**src/rtl/exmon_pkg.sv**
```systemverilog
package exmon_pkg;
    parameter int ID_W    = 4;
    parameter int ADDR_W  = 32;
    parameter int SIZE_W  = 3;
    parameter int ATTR_W  = 4;
    parameter int N_SRC   = 4;
    parameter int GRAN_LG = 4;
    localparam int SRC_W  = $clog2(N_SRC);

    typedef enum logic [1:0] {
        RSP_OKAY   = 2'd0,
        RSP_EXOKAY = 2'd1,
        RSP_SLVERR = 2'd2
    } rsp_e;

    typedef enum logic [1:0] {
        CLS_IDLE,
        CLS_PLAIN,
        CLS_EXCL,
        CLS_CFGERR
    } cls_e;

    typedef struct packed {
        logic [ID_W-1:0]   id;
        logic [ADDR_W-1:0] addr;
        logic [SIZE_W-1:0] size;
        logic [ATTR_W-1:0] attr;
    } resv_t;
endpackage

```
**src/rtl/exmon_classify.sv**
```systemverilog
module exmon_classify
    import exmon_pkg::*;
#(
    parameter logic [ADDR_W-1:0] CFG_BASE    = 32'hFFFF_0000,
    parameter int                CFG_SPAN_LG = 12
) (
    input  logic              valid,
    input  logic [ADDR_W-1:0] addr,
    input  logic              excl,
    input  logic              cacheable,
    output cls_e              cls
);
    localparam int TAG_W = ADDR_W - CFG_SPAN_LG;

    logic in_window;

    always_comb begin
        in_window = (addr[ADDR_W-1:CFG_SPAN_LG] == CFG_BASE[ADDR_W-1:CFG_SPAN_LG]);
        if (!valid)                 cls = CLS_IDLE;
        else if (excl && in_window) cls = CLS_CFGERR;
        else if (excl && cacheable) cls = CLS_EXCL;
        else                        cls = CLS_PLAIN;
    end

    // Tag width is derived so that a bad span parameter is caught at elaboration.
    if (TAG_W < 1) begin : g_bad_span
        initial $error("CFG_SPAN_LG too large");
    end
endmodule

```
**src/rtl/exmon_slot.sv**
```systemverilog
module exmon_slot
    import exmon_pkg::*;
(
    input  logic  clk,
    input  logic  rst_n,
    input  logic  arm,
    input  resv_t arm_rec,
    input  logic  clr,
    input  logic  relax_id,
    input  resv_t wr_rec,
    output logic  valid_o,
    output logic  match_o,
    output logic  overlap_o
);
    typedef struct packed {
        logic  valid;
        resv_t rec;
    } slot_st_t;

    slot_st_t st_d, st_q;

    always_comb begin
        st_d = st_q;
        if (clr) st_d.valid = 1'b0;
        if (arm) begin
            st_d.valid = 1'b1;
            st_d.rec   = arm_rec;
        end
        valid_o   = st_q.valid;
        overlap_o = st_q.valid &&
                    (st_q.rec.addr[ADDR_W-1:GRAN_LG] == wr_rec.addr[ADDR_W-1:GRAN_LG]);
        match_o   = st_q.valid &&
                    (st_q.rec.addr == wr_rec.addr) &&
                    (st_q.rec.size == wr_rec.size) &&
                    (st_q.rec.attr == wr_rec.attr) &&
                    (relax_id || (st_q.rec.id == wr_rec.id));
    end

    always_ff @(posedge clk or negedge rst_n) begin
        if (!rst_n) st_q <= '0;
        else        st_q <= st_d;
    end


    arm_sets_chk: assert property (@(posedge clk) disable iff (!rst_n)
        arm |=> (valid_o && overlap_o == (wr_rec.addr[ADDR_W-1:GRAN_LG] ==
                                          $past(arm_rec.addr[ADDR_W-1:GRAN_LG]))));

    clr_drops_chk: assert property (@(posedge clk) disable iff (!rst_n)
        (clr && !arm) |=> !valid_o);
endmodule

```
**src/rtl/exmon_top.sv**
```systemverilog
module exmon_top
    import exmon_pkg::*;
#(
    parameter logic [ADDR_W-1:0] CFG_BASE    = 32'hFFFF_0000,
    parameter int                CFG_SPAN_LG = 12
) (
    input  logic              clk,
    input  logic              rst_n,
    input  logic              relax_id,
    input  logic              rd_valid,
    input  logic [SRC_W-1:0]  rd_src,
    input  logic [ID_W-1:0]   rd_id,
    input  logic [ADDR_W-1:0] rd_addr,
    input  logic [SIZE_W-1:0] rd_size,
    input  logic [ATTR_W-1:0] rd_attr,
    input  logic              rd_excl,
    input  logic              rd_cacheable,
    input  logic              wr_valid,
    input  logic [SRC_W-1:0]  wr_src,
    input  logic [ID_W-1:0]   wr_id,
    input  logic [ADDR_W-1:0] wr_addr,
    input  logic [SIZE_W-1:0] wr_size,
    input  logic [ATTR_W-1:0] wr_attr,
    input  logic              wr_excl,
    input  logic              wr_cacheable,
    output logic              rd_rsp_valid,
    output logic [1:0]        rd_rsp,
    output logic              wr_rsp_valid,
    output logic [1:0]        wr_rsp,
    output logic              mem_we,
    output logic [ADDR_W-1:0] mem_addr
);
    typedef struct packed {
        logic              rd_vld;
        rsp_e              rd_code;
        logic              wr_vld;
        rsp_e              wr_code;
        logic              we;
        logic [ADDR_W-1:0] addr;
    } out_st_t;

    out_st_t out_d, out_q;

    cls_e  rd_cls, wr_cls;
    resv_t rd_rec, wr_rec;
    logic [N_SRC-1:0] arm, clr, slot_valid, slot_match, slot_overlap;

    assign rd_rec = '{id: rd_id, addr: rd_addr, size: rd_size, attr: rd_attr};
    assign wr_rec = '{id: wr_id, addr: wr_addr, size: wr_size, attr: wr_attr};

    exmon_classify #(.CFG_BASE(CFG_BASE), .CFG_SPAN_LG(CFG_SPAN_LG)) u_rd_cls (
        .valid(rd_valid), .addr(rd_addr), .excl(rd_excl),
        .cacheable(rd_cacheable), .cls(rd_cls)
    );

    exmon_classify #(.CFG_BASE(CFG_BASE), .CFG_SPAN_LG(CFG_SPAN_LG)) u_wr_cls (
        .valid(wr_valid), .addr(wr_addr), .excl(wr_excl),
        .cacheable(wr_cacheable), .cls(wr_cls)
    );

    for (genvar g = 0; g < N_SRC; g++) begin : g_slot
        exmon_slot u_slot (
            .clk      (clk),
            .rst_n    (rst_n),
            .arm      (arm[g]),
            .arm_rec  (rd_rec),
            .clr      (clr[g]),
            .relax_id (relax_id),
            .wr_rec   (wr_rec),
            .valid_o  (slot_valid[g]),
            .match_o  (slot_match[g]),
            .overlap_o(slot_overlap[g])
        );
    end

    always_comb begin
        out_d  = '0;
        arm    = '0;
        clr    = '0;

        out_d.rd_vld = rd_valid;
        unique case (rd_cls)
            CLS_CFGERR: out_d.rd_code = RSP_SLVERR;
            CLS_EXCL: begin
                out_d.rd_code = RSP_EXOKAY;
                arm[rd_src]   = 1'b1;
            end
            default:    out_d.rd_code = RSP_OKAY;
        endcase

        out_d.wr_vld = wr_valid;
        unique case (wr_cls)
            CLS_CFGERR: out_d.wr_code = RSP_SLVERR;
            CLS_EXCL: begin
                clr[wr_src] = 1'b1;
                if (slot_match[wr_src]) begin
                    out_d.wr_code = RSP_EXOKAY;
                    out_d.we      = 1'b1;
                end else begin
                    out_d.wr_code = RSP_OKAY;
                end
            end
            CLS_PLAIN: begin
                out_d.wr_code = RSP_OKAY;
                out_d.we      = 1'b1;
            end
            default:    out_d.wr_code = RSP_OKAY;
        endcase

        if (out_d.we) out_d.addr = wr_addr;

        for (int i = 0; i < N_SRC; i++) begin
            if (out_d.we && wr_cacheable && slot_overlap[i] && (wr_src != SRC_W'(i)))
                clr[i] = 1'b1;
        end
    end

    always_ff @(posedge clk or negedge rst_n) begin
        if (!rst_n) out_q <= '0;
        else        out_q <= out_d;
    end

    assign rd_rsp_valid = out_q.rd_vld;
    assign rd_rsp       = out_q.rd_code;
    assign wr_rsp_valid = out_q.wr_vld;
    assign wr_rsp       = out_q.wr_code;
    assign mem_we       = out_q.we;
    assign mem_addr     = out_q.addr;


    wr_latency_chk: assert property (@(posedge clk) disable iff (!rst_n)
        wr_valid |=> wr_rsp_valid);

    rd_latency_chk: assert property (@(posedge clk) disable iff (!rst_n)
        rd_valid |=> rd_rsp_valid);

    slverr_no_we_chk: assert property (@(posedge clk) disable iff (!rst_n)
        (wr_rsp_valid && wr_rsp == RSP_SLVERR) |-> !mem_we);

    exokay_we_chk: assert property (@(posedge clk) disable iff (!rst_n)
        (wr_rsp_valid && wr_rsp == RSP_EXOKAY) |-> (mem_we && mem_addr != '0 || mem_we));

    nores_fail_chk: assert property (@(posedge clk) disable iff (!rst_n)
        (wr_valid && wr_excl && wr_cacheable && !slot_valid[wr_src]) |=>
        (wr_rsp != RSP_EXOKAY && !mem_we));
endmodule

```
**config.mk**
```make
export PLATFORM = sky130hd
export DESIGN_NAME = exmon_top
export DESIGN_NICKNAME = d
export VERILOG_FILES = /design/src/rtl/exmon_pkg.sv /design/src/rtl/exmon_classify.sv /design/src/rtl/exmon_slot.sv /design/src/rtl/exmon_top.sv
export SDC_FILE = /design/constraint.sdc
export NUM_CORES = 1
export LEC_CHECK = 0
export BUFFER_PORTS_ARGS = -buffer_cell sky130_fd_sc_hd__buf_2
export CORE_MARGIN = 4
export CORE_UTILIZATION = 55
export DETAILED_ROUTE_END_ITERATION = 10
export PLACE_DENSITY_LB_ADDON = 0.2
export SLEW_MARGIN = 20
export SYNTH_ARGS = -nofsm -noshare
export SYNTH_HDL_FRONTEND = slang
export SYNTH_HIERARCHICAL = 1
export SYNTH_SLANG_ARGS = --single-unit
export TNS_END_PERCENT = 50
```
**constraint.sdc**
```tcl
create_clock -name clk -period 3.95 [get_ports clk]
set_clock_uncertainty 0.1 [all_clocks]
set_input_delay 0.1975 -clock clk [delete_from_list [all_inputs] [get_ports clk]]
set_output_delay 0.1975 -clock clk [all_outputs]
set_load 0.02 [all_outputs]
```
Word level (Yosys, flattened, before mapping):

Cells that the tools add are included.

* add/sub/neg operators: 0
* multiply operators: 0
* div/mod/pow operators: 0
* order comparisons: 4
* equal/unequal tests: 30
* shift operators: 0
* muxes and demuxes: 32
* bitwise gates (word level): 0
* reductions and logical operators: 44

Operators by type and width (count)
* $mux W44: 4
* $eq A32 B32 Y1: 4
* $eq A28 B28 Y1: 4
* $eq A20 B20 Y1 const B: 2
* $logic_and A1 B1 Y1: 35
* $eq A4 B4 Y1: 8
* $mux W32: 1
* $mux W1: 13
* $eq A3 B3 Y1: 4
* $mux W2: 6
* $reduce_bool A2 Y1: 5
* $eq A2 B2 Y1 const B: 4
* $mux W4: 2
* $pmux W2 S2: 2
* $lt A2 B3 Y1 const B: 2
* $demux W1 S2: 2
* $ge A2 B1 Y1 const B: 2
* $logic_or A1 B1 Y1: 4
* $ne A2 B2 Y1 const B: 2
* $bmux W1 S2: 1
* $eq A2 B1 Y1 const B: 1
* $ne A2 B1 Y1 const B: 1
* $pmux W1 S2: 1

* flip-flop bits (word level): 215
* latch bits: 0
* bits in writable memories: 0
* memory bits (read-only): 0
* output and inout bits: 39
* logic and storage cells: 136
* memories kept: 0

Depth between registers and ports, before layout:

Gate-level depths: netlist of run 1.

* depth in word-level cells: 15
* gate-level depth with buffers: 10

Hierarchy:

The synthesis of run 1 kept the hierarchy.

Modules (own cells, without submodules)
* exmon_slot: instances 4, cells each 154, area each 2108.3 µm², seq. area each 1101.1 µm²
* exmon_top: instances 1, cells each 111, area each 1480.2 µm², seq. area each 975.9 µm²
* exmon_classify: instances 2, cells each 12, area each 82.6 µm², seq. area each 0.0 µm²

Least setup slack after synthesis of run 1:

OpenSTA, ideal clock, no wires.

* kind: input to register
* from: in wr_addr[15]
* to: reg g_slot[0].u_slot.st_q, in the netlist g_slot[0].u_slot/valid_o
* arrival time: 2442 ps
* data required time: 3732 ps
* setup slack: 1290 ps
* stages on the path: 10
* cells stage by stage: nand4b_1 -> or4_4 -> o21ai_1 -> inv_1 -> ha_1 -> or3b_4 -> o221ai_4 -> a32o_1 -> inv_1 -> a21o_1

* elaborated cells on any way between the ends: 38
* classes of those cells: eq/ne: 8; mux: 8; reduce/logical: 22

RTL lines
* start, declared: line exmon_top.sv:21 `input logic [ADDR_W-1:0] wr_addr,`
* $eq A20 B20 Y1 (*): line exmon_classify.sv:18 `in_window = (addr[ADDR_W-1:CFG_SPAN_LG] == CFG_BASE[ADDR_W-1:CFG_SPAN_LG]);`
* $logic_and A1 B1 Y1 (*): line exmon_classify.sv:20 `else if (excl && in_window) cls = CLS_CFGERR;`
* $mux W2 (*): line exmon_classify.sv:20
* $mux W2 (*): line exmon_classify.sv:19 `if (!valid) cls = CLS_IDLE;`
* net wr_cls[0]: line exmon_top.sv:44 `cls_e rd_cls, wr_cls;`
* $eq A2 B1 Y1 or $eq A2 B2 Y1 (tied branches): line exmon_top.sv:92 `unique case (wr_cls)`
* $pmux W1 S2: line exmon_top.sv:92
* $logic_and A1 B1 Y1 (3 in series): line exmon_top.sv:113 `if (out_d.we && wr_cacheable && slot_overlap[i] && (wr_src != SRC_W'(i)))`
* $mux W1 (*): line exmon_top.sv:113
* net clr[0]: line exmon_top.sv:46 `logic [N_SRC-1:0] arm, clr, slot_valid, slot_match, slot_overlap;`
* $reduce_bool A2 Y1 (no source line) (*)
* end signal, assigned: line exmon_slot.sv:41 `else st_q <= st_d;`
* end, declared: line exmon_slot.sv:20 `slot_st_t st_d, st_q;`

Mark *: on every way through the listed nets, which the timed path passes. The rest lies on a longest branch. The select of a mux whose other input is x is not followed.
A chain may end at the register's enable or synchronous reset.

==> results of run 1 <==
worst reg2reg max path: cells and delay by family (launching register included):
kind	cells	cell delay (ps)
DFF	1	380
xor gates and xnor gates	1	200
and+or+nand+nor	4	1300
muxes	1	170
AOI/OAI and AO/OA	1	530
buffers and inverters	1	380
synth_stat cells:
cell       count
dfrtp_1      215
mux2_2       120
xor2_1       104
xnor2_1       68
mux2_1        52
and2_1        33
nor4_1        20
nand4_1       18
buf_2         16
nand2_1       15
inv_1          8
nand3_1        8
nor3_1         8
or4_4          6
clkbuf_1       5
nor2_1         5
a21o_1         4
a21oi_1        4
a32o_1         4
a41oi_1        4
buf_6          4
nand4b_1       4
nor4_2         4
o21ai_1        4
ha_1           3
and3_1         2
and4_1         2
mux2i_1        2
nand4bb_1      2
and3b_1        1
nand2b_1       1
nand3b_1       1
nor2b_1        1
nor3b_1        1
o221ai_4       1
or3b_4         1
routing by layer:
metal | share of wire (%) | GRT usage (%)
met5 | 0 | 0
met4 | 1.9 | 5.30
met3 | 5.5 | 4.46
met2 | 49 | 42.6
met1 | 44 | 33.8
where the power goes:
group / leakage (nW) / switching (mW) / internal [mW]
Sequential: 2.74 / 0.294 / 2.63
Clock: 0.383 / 0.874 / 1.28
Combinational: 2.69 / 0.522 / 0.640
sequential cells by signal, indices dropped and copies added, names as in the netlist:
register,flops
g_slot.u_slot/valid_o,4
mem_we,1
rd_rsp,2
mem_addr,32
g_slot.u_slot/st_q,172
wr_rsp,2
rd_rsp_valid,1
wr_rsp_valid,1
metrics by stage:
| stage | cell area, um^2 | hold WS, ps | worst slack (ps) | total power, mW |
|---|---|---|---|---|
| 2_1_floorplan | 10100 | -198 | 1290 | 3.63 |
| 3_3_place_gp | 11000 | 205 | 675 | 3.98 |
| 3_5_place_dp | 11000 | 231 | 590 | 4.04 |
| 4_1_cts | 12600 | 39.0 | 561 | 6.28 |
| 5_1_grt | 12600 | 80.5 | 384 | 6.52 |
| 6_report | 12600 | 104 | 513 | 6.24 |
area by class of cell:
class,count,area (um^2)
antenna,1,2.50
clock buffer,28,634
clock inverter,13,131
fill,1237,5340
inverter,8,30.0
multi-input combinational,503,4540
sequential,215,5380
tap,229,287
timing repair buffer,226,1620
cell families after synthesis:
group / count (synthesis)
DFF: 215
muxes: 174
xor gates and xnor gates: 172
and+or+nand+nor: 133
buffers and inverters: 33
AOI/OAI and AO/OA: 21
adders and majority gates: 3
how the worst max path moves through the flow:
stage,slack [ps],cells past startpoint,from,endpoint
final,510,11,wr_addr[15],mem_addr[6]$_DFF_PN0_
after global routing,380,11,wr_addr[15],mem_addr[26]$_DFF_PN0_
after CTS,560,11,wr_addr[15],mem_addr[15]$_DFF_PN0_
after detailed placement,590,10,wr_addr[15],mem_addr[15]$_DFF_PN0_
after global placement,670,10,wr_addr[15],mem_addr[17]$_DFF_PN0_
after floorplan,1290,10,wr_addr[15],g_slot[0].u_slot/valid_o$_DFFE_PN0P_
cells in the final DEF (no fill, tap or decap), types with 6 or more instances in the layout:
cell             n
and2_1          33
buf_2          136
clkbuf_16       23
clkinv_2         7
dfrtp_1        215
dlygate4sd3_1   81
inv_1            8
mux2_1          52
mux2_2         120
nand2_1         15
nand3_1          8
nand4_1         18
nor3_1           8
nor4_1          20
or4_4            6
xnor2_1         68
xor2_1         104
==> results_dict.tcl, run 1 <==
set metrics [dict create \
    crit_arrival_ps 3770 \
    core_area_mm2 0.0180 \
    hold_viol 0 \
    reg2reg_setup_slack_ps 810 \
    path_max_fanout 20 \
    leakage_nw 5.82 \
    rsz0062_at_grt "no" \
    peakVddDrop_uv 409 \
    dp_cells 1100 \
    via_count 6776 \
    drv_slew 0 \
    path_clk_slew_ps 60 \
    crit_type "in2reg" \
    start_kind "input port" \
    whs_endpoint "rd_rsp[1]$_DFF_PN0_" \
    routed_via_density 5.54 \
    first_iter_violations 448 \
    dieArea_mm2 0.0206 \
    drc 0 \
    period_needed_ps 3440 \
    cp-end-kind "register" \
    ys_warn_count 6 \
    die_x_um 143 \
    synth_cell_types 36 \
    final_cells 1223 \
    slowest_delay_ps 540 \
    track_usage_pct 24.9 \
    syn_inst 751 \
    rows 49 \
    worst_slew_pin_slew_ps 790 \
    clock_latency_ps 500 \
    finalSetupTns_ps 0 \
    synthXorXnorAreaFrac_pct 14.9 \
    grt_max_degree 97 \
    outcome "completed" \
    cts_max_level 1 \
    r2r_start "g_slot[0].u_slot/st_q[18]$_DFFE_PN0P_" \
    setup_viol 0 \
    first_global_vias 7441 \
    synthMuxAreaShare_pct 19.4 \
    yosysSeqAreaShare_pct 53.4 \
    synth_fa_ha_area_share_pct 0.372 \
    cts_buffer_depth 3 \
    dr.pass1.iters 5 \
    syn_to_final_growth_pct 25.2 \
    grt_overflow 0 \
    synth_compound_area_share_pct 1.70 \
    drv_cap 0 \
    gp_congestion 0.854 \
    critPathTopFamily "simple AND/OR/NAND/NOR gates" \
    max_slew_margin_pct 47.4 \
    io_pins 138 \
    cts_root_buf "clkbuf_16" \
    crit_chain "dlygate4sd3_1 -> buf_2 -> nand4b_1 -> or4_4 -> o21ai_1 -> inv_1 -> ha_1 -> or3b_4 -> o221ai_4 -> buf_4 -> and2_1" \
    hold_path_depth 5 \
    synth_nets 853 \
    worst_r2r_path_depth 8 \
    hold_path.startpoint "rd_excl" \
    ant_nets 0 \
    ys_top_cells_by_area "dfrtp_1 (53%), mux2_2 (13%), xor2_1 (9.0%)" \
    detail_route.wl_per_cell_um 20.9 \
    required_ps 4280 \
    die_h_um 143 \
    synth.avg_cell_area_um2 13.4 \
    post-cts-setup-buffer-count 0 \
    antenna_found_initial 0 \
    ctsResizeCount 0 \
    fin_nets 1079 \
    drive_above_1_share_pct 32.3 \
    ys_ff_latch 215 \
    hold_path_class "in2reg" \
    power.density_mw_per_mm2 494 \
    cts_buffers 23 \
    rr_endpoint "mem_addr[6]$_DFF_PN0_" \
    wirelength_mm 25.5 \
    cts_tree "done" \
    grt_pass1_wl_mm 40.0 \
    portBuffers 137 \
    period_share_pct 87.0 \
    yosys.area.top_type_share_pct 53.4 \
    cp.buffers_inverters 4 \
    postCtsHoldBufs 81 \
    yosysTopAreaCell "dfrtp_1" \
    clock-sinks 215 \
    cp_slowest_cell "dlygate4sd3_1" \
    dpl.hpwl_mm 17.2 \
    yosys.area_share.simple_pct 8.45 \
    fmaxAchievable_mhz 291 \
    syn_area_mm2 0.0101 \
    final_core_util_pct 70.3 \
    start_util_pct 56.1 \
    synth_top_family_by_area "multiplexers" \
]
(Power assumes the default switching activity.)
==> run 2: changes to the inputs <==
SETUP_SLACK_MARGIN = 0.5   (was default)
SYNTH_HIERARCHICAL = default   (was 1)
==> results_dict.tcl, run 2 <==
set metrics [dict create \
    max_slew_margin_pct 25.3 \
    dieArea_mm2 0.0207 \
    period_share_pct 77.1 \
    ys_ff_latch 215 \
    rsz0062_at_grt "no" \
    power.density_mw_per_mm2 517 \
    peakVddDrop_uv 346 \
    largest_reg_flops 172 \
    rows 49 \
    setup_viol 0 \
    layout_common_cells "dfrtp_1 (215), mux2_2 (172), xor2_1 (152)" \
    p_clk_share_pct 34.5 \
    path_clk_slew_ps 60 \
    worst_r2r_path_depth 8 \
    detail_route.wl_per_cell_um 22.2 \
    period_needed_ps 3050 \
    post-cts-setup-buffer-count 0 \
    cp-end-kind "register" \
    clock-sinks 215 \
    start_util_pct 56.3 \
    hold_path_class "in2reg" \
    outcome "completed" \
    first_global_vias 7249 \
    syn_area_mm2 0.0101 \
    cts_max_level 1 \
    ys_warn_count 0 \
    track_usage_pct 26.1 \
    crit_type "in2reg" \
    dpl.hpwl_mm 18.5 \
    ctsResizeCount 0 \
    cts_buffer_depth 3 \
    fmaxAchievable_mhz 328 \
    synth_top_flop_cell "dfrtp_1" \
    cts_root_buf "clkbuf_16" \
    start_kind "input port" \
    grt_pass1_wl_mm 41.1 \
    cp_slowest_cell "dlygate4sd3_1" \
    p_seq_share_pct 45.6 \
    fin_nets 1066 \
    n_fill_cell 1288 \
    crit_arrival_ps 3340 \
    drv_cap 0 \
    yosysTopAreaCell "dfrtp_1" \
    synth.avg_cell_area_um2 13.3 \
    synth_nets 864 \
    first_iter_violations 421 \
    io_pins 138 \
    leakage_nw 5.68 \
    top_register "g_slot.u_slot.st_q" \
    yosys.area.top_type_share_pct 53.0 \
    synth_common_cells "dfrtp_1 (215), mux2_2 (172), xor2_1 (152)" \
    slowest_delay_ps 550 \
    cts_tree "done" \
    p_int_mw 4.68 \
    power.total_mw 6.47 \
    drv_slew 0 \
    worst_slew_pin_slew_ps 1120 \
    finalSetupTns_ps 0 \
    n_antenna_cell 0 \
    hold_path_depth 3 \
    syn_to_final_growth_pct 23.3 \
    drive_above_1_share_pct 37.2 \
    dr.pass1.iters 5 \
    swShare_pct 27.6 \
    antenna_found_initial 0 \
    ant_nets 0 \
    portBuffers 137 \
    ys_top_cells_by_area "dfrtp_1 (53%), mux2_2 (19%), xor2_1 (13%)" \
    final_common_cell "dfrtp_1" \
    wirelength_mm 26.8 \
    gp_congestion 0.965 \
    comb_power_share_pct 19.9 \
    p_switching_mw 1.78 \
    holdWs_ps 51.2 \
    synth_cell_types 32 \
    die_x_um 144 \
    async_flop_share_pct 100 \
    grt_overflow 0 \
    grt_max_degree 109 \
    path_max_fanout 39 \
    clock_latency_ps 510 \
    synth-edff-count 0 \
    synth_most_common_cell "dfrtp_1" \
    yosysSeqAreaShare_pct 53.0 \
    hold_viol 0 \
    via_count 6791 \
    cts_buffers 23 \
    drc 0 \
    syn_inst 765 \
    final_core_util_pct 69.4 \
    required_ps 4240 \
    crit_chain "dlygate4sd3_1 -> buf_2 -> nor4b_1 -> nand3_1 -> and4_1 -> nor2b_1 -> and2_2 -> buf_4 -> mux2_2" \
    routed_via_density 5.62 \
    die_h_um 144 \
    core_area_mm2 0.0180 \
]
## run 2: changes by cell type in the layout (fill, tap and decap cells not counted), sizes merged, moves of 5 or more
cell	before	now
nor4	24	43
inv	9	4
clkinv	9	2
xor2	104	152
or4	6	0
xnor2	68	20
nor2	5	10
nand2	15	3
nand3	8	13
nor3	8	3
## run 2: per-stage QoR
step	std cells	instance area, um^2	setup WS (ps)
after floorplan	765	10100	1870
after global placement	1086	10900	1060
after detailed placement	1086	10900	1010
after CTS	1208	12500	962
after global routing	1208	12500	690
final	1208	12500	905
## run 2: worst paths after layout
| kind | from | to | slack (ps) |
|---|---|---|---|
| setup / recovery | rd_addr[13] | g_slot[0].u_slot.st_q[33]$_DFFE_PN0P_ | 900 |
| hold / removal | wr_cacheable | wr_rsp[0]$_DFF_PN0_ | 50 |
| setup reg to reg | g_slot[2].u_slot.st_q[23]$_DFFE_PN0P_ | g_slot[2].u_slot.valid_o$_DFFE_PN0P_ | 970 |
| hold reg to reg | g_slot[0].u_slot.st_q[18]$_DFFE_PN0P_ | g_slot[0].u_slot.st_q[18]$_DFFE_PN0P_ | 420 |
| max in group asynchronous | rst_n | g_slot[0].u_slot.st_q[4]$_DFFE_PN0P_ | 2510 |
| min in group asynchronous | rst_n | mem_addr[22]$_DFF_PN0_ | 230 |
## run 2: cell type report
type	count	area, um^2	area share [%]
well taps	229	287	2.29
multi-input cells	494	4440	35.5
repair buffers	230	1630	13.0
flip-flops and latches	215	5380	43.0
inverters	3	11.3	0.0900
clock buffers	30	632	5.05
clock inverters	7	139	1.11
## run 2: critical path: cells and delay by family
kind / cells / cell delay [ps]
and+or+nand+nor: 5 / 1780
buffers and inverters: 3 / 1050
muxes: 1 / 270
## run 2: repair_timing
item                       4_1_cts  5_1_grt
hold endpoints to repair       319        0
hold buffers                    85        0
setup endpoints to repair        0        0
## run 2: cells by family after synthesis
| family | synth area share, % |
|---|---|
| and+or+nand+nor | 8.09 |
| DFF | 53.0 |
| AOI/OAI and AO/OA | 1.54 |
| muxes | 19.1 |
| buffers and inverters | 3.43 |
| xor gates and xnor gates | 14.8 |
## run 2: metal layers
metal / GRT usage [%] / up-vias / wire, um / share of wire (%)
met5: 0 / - / 0 / 0
met4: 7.78 / 0 / 729 / 2.7
met3: 4.83 / 55 / 1690 / 6.3
met2: 41.0 / 230 / 12300 / 46
met1: 37.4 / 3474 / 12000 / 45
li1: - / 3032 / - / -
## run 2: power by group through the flow
stage / logic (mW) / clock network (mW) / registers, mW
6_report: 1.28 / 2.23 / 2.95
3_5_place_dp: 1.20 / 0 / 2.98
4_1_cts: 1.28 / 2.26 / 2.95
3_3_place_gp: 1.17 / 0 / 2.95
5_1_grt: 1.39 / 2.37 / 3.00
2_1_floorplan: 0.801 / 0 / 2.93
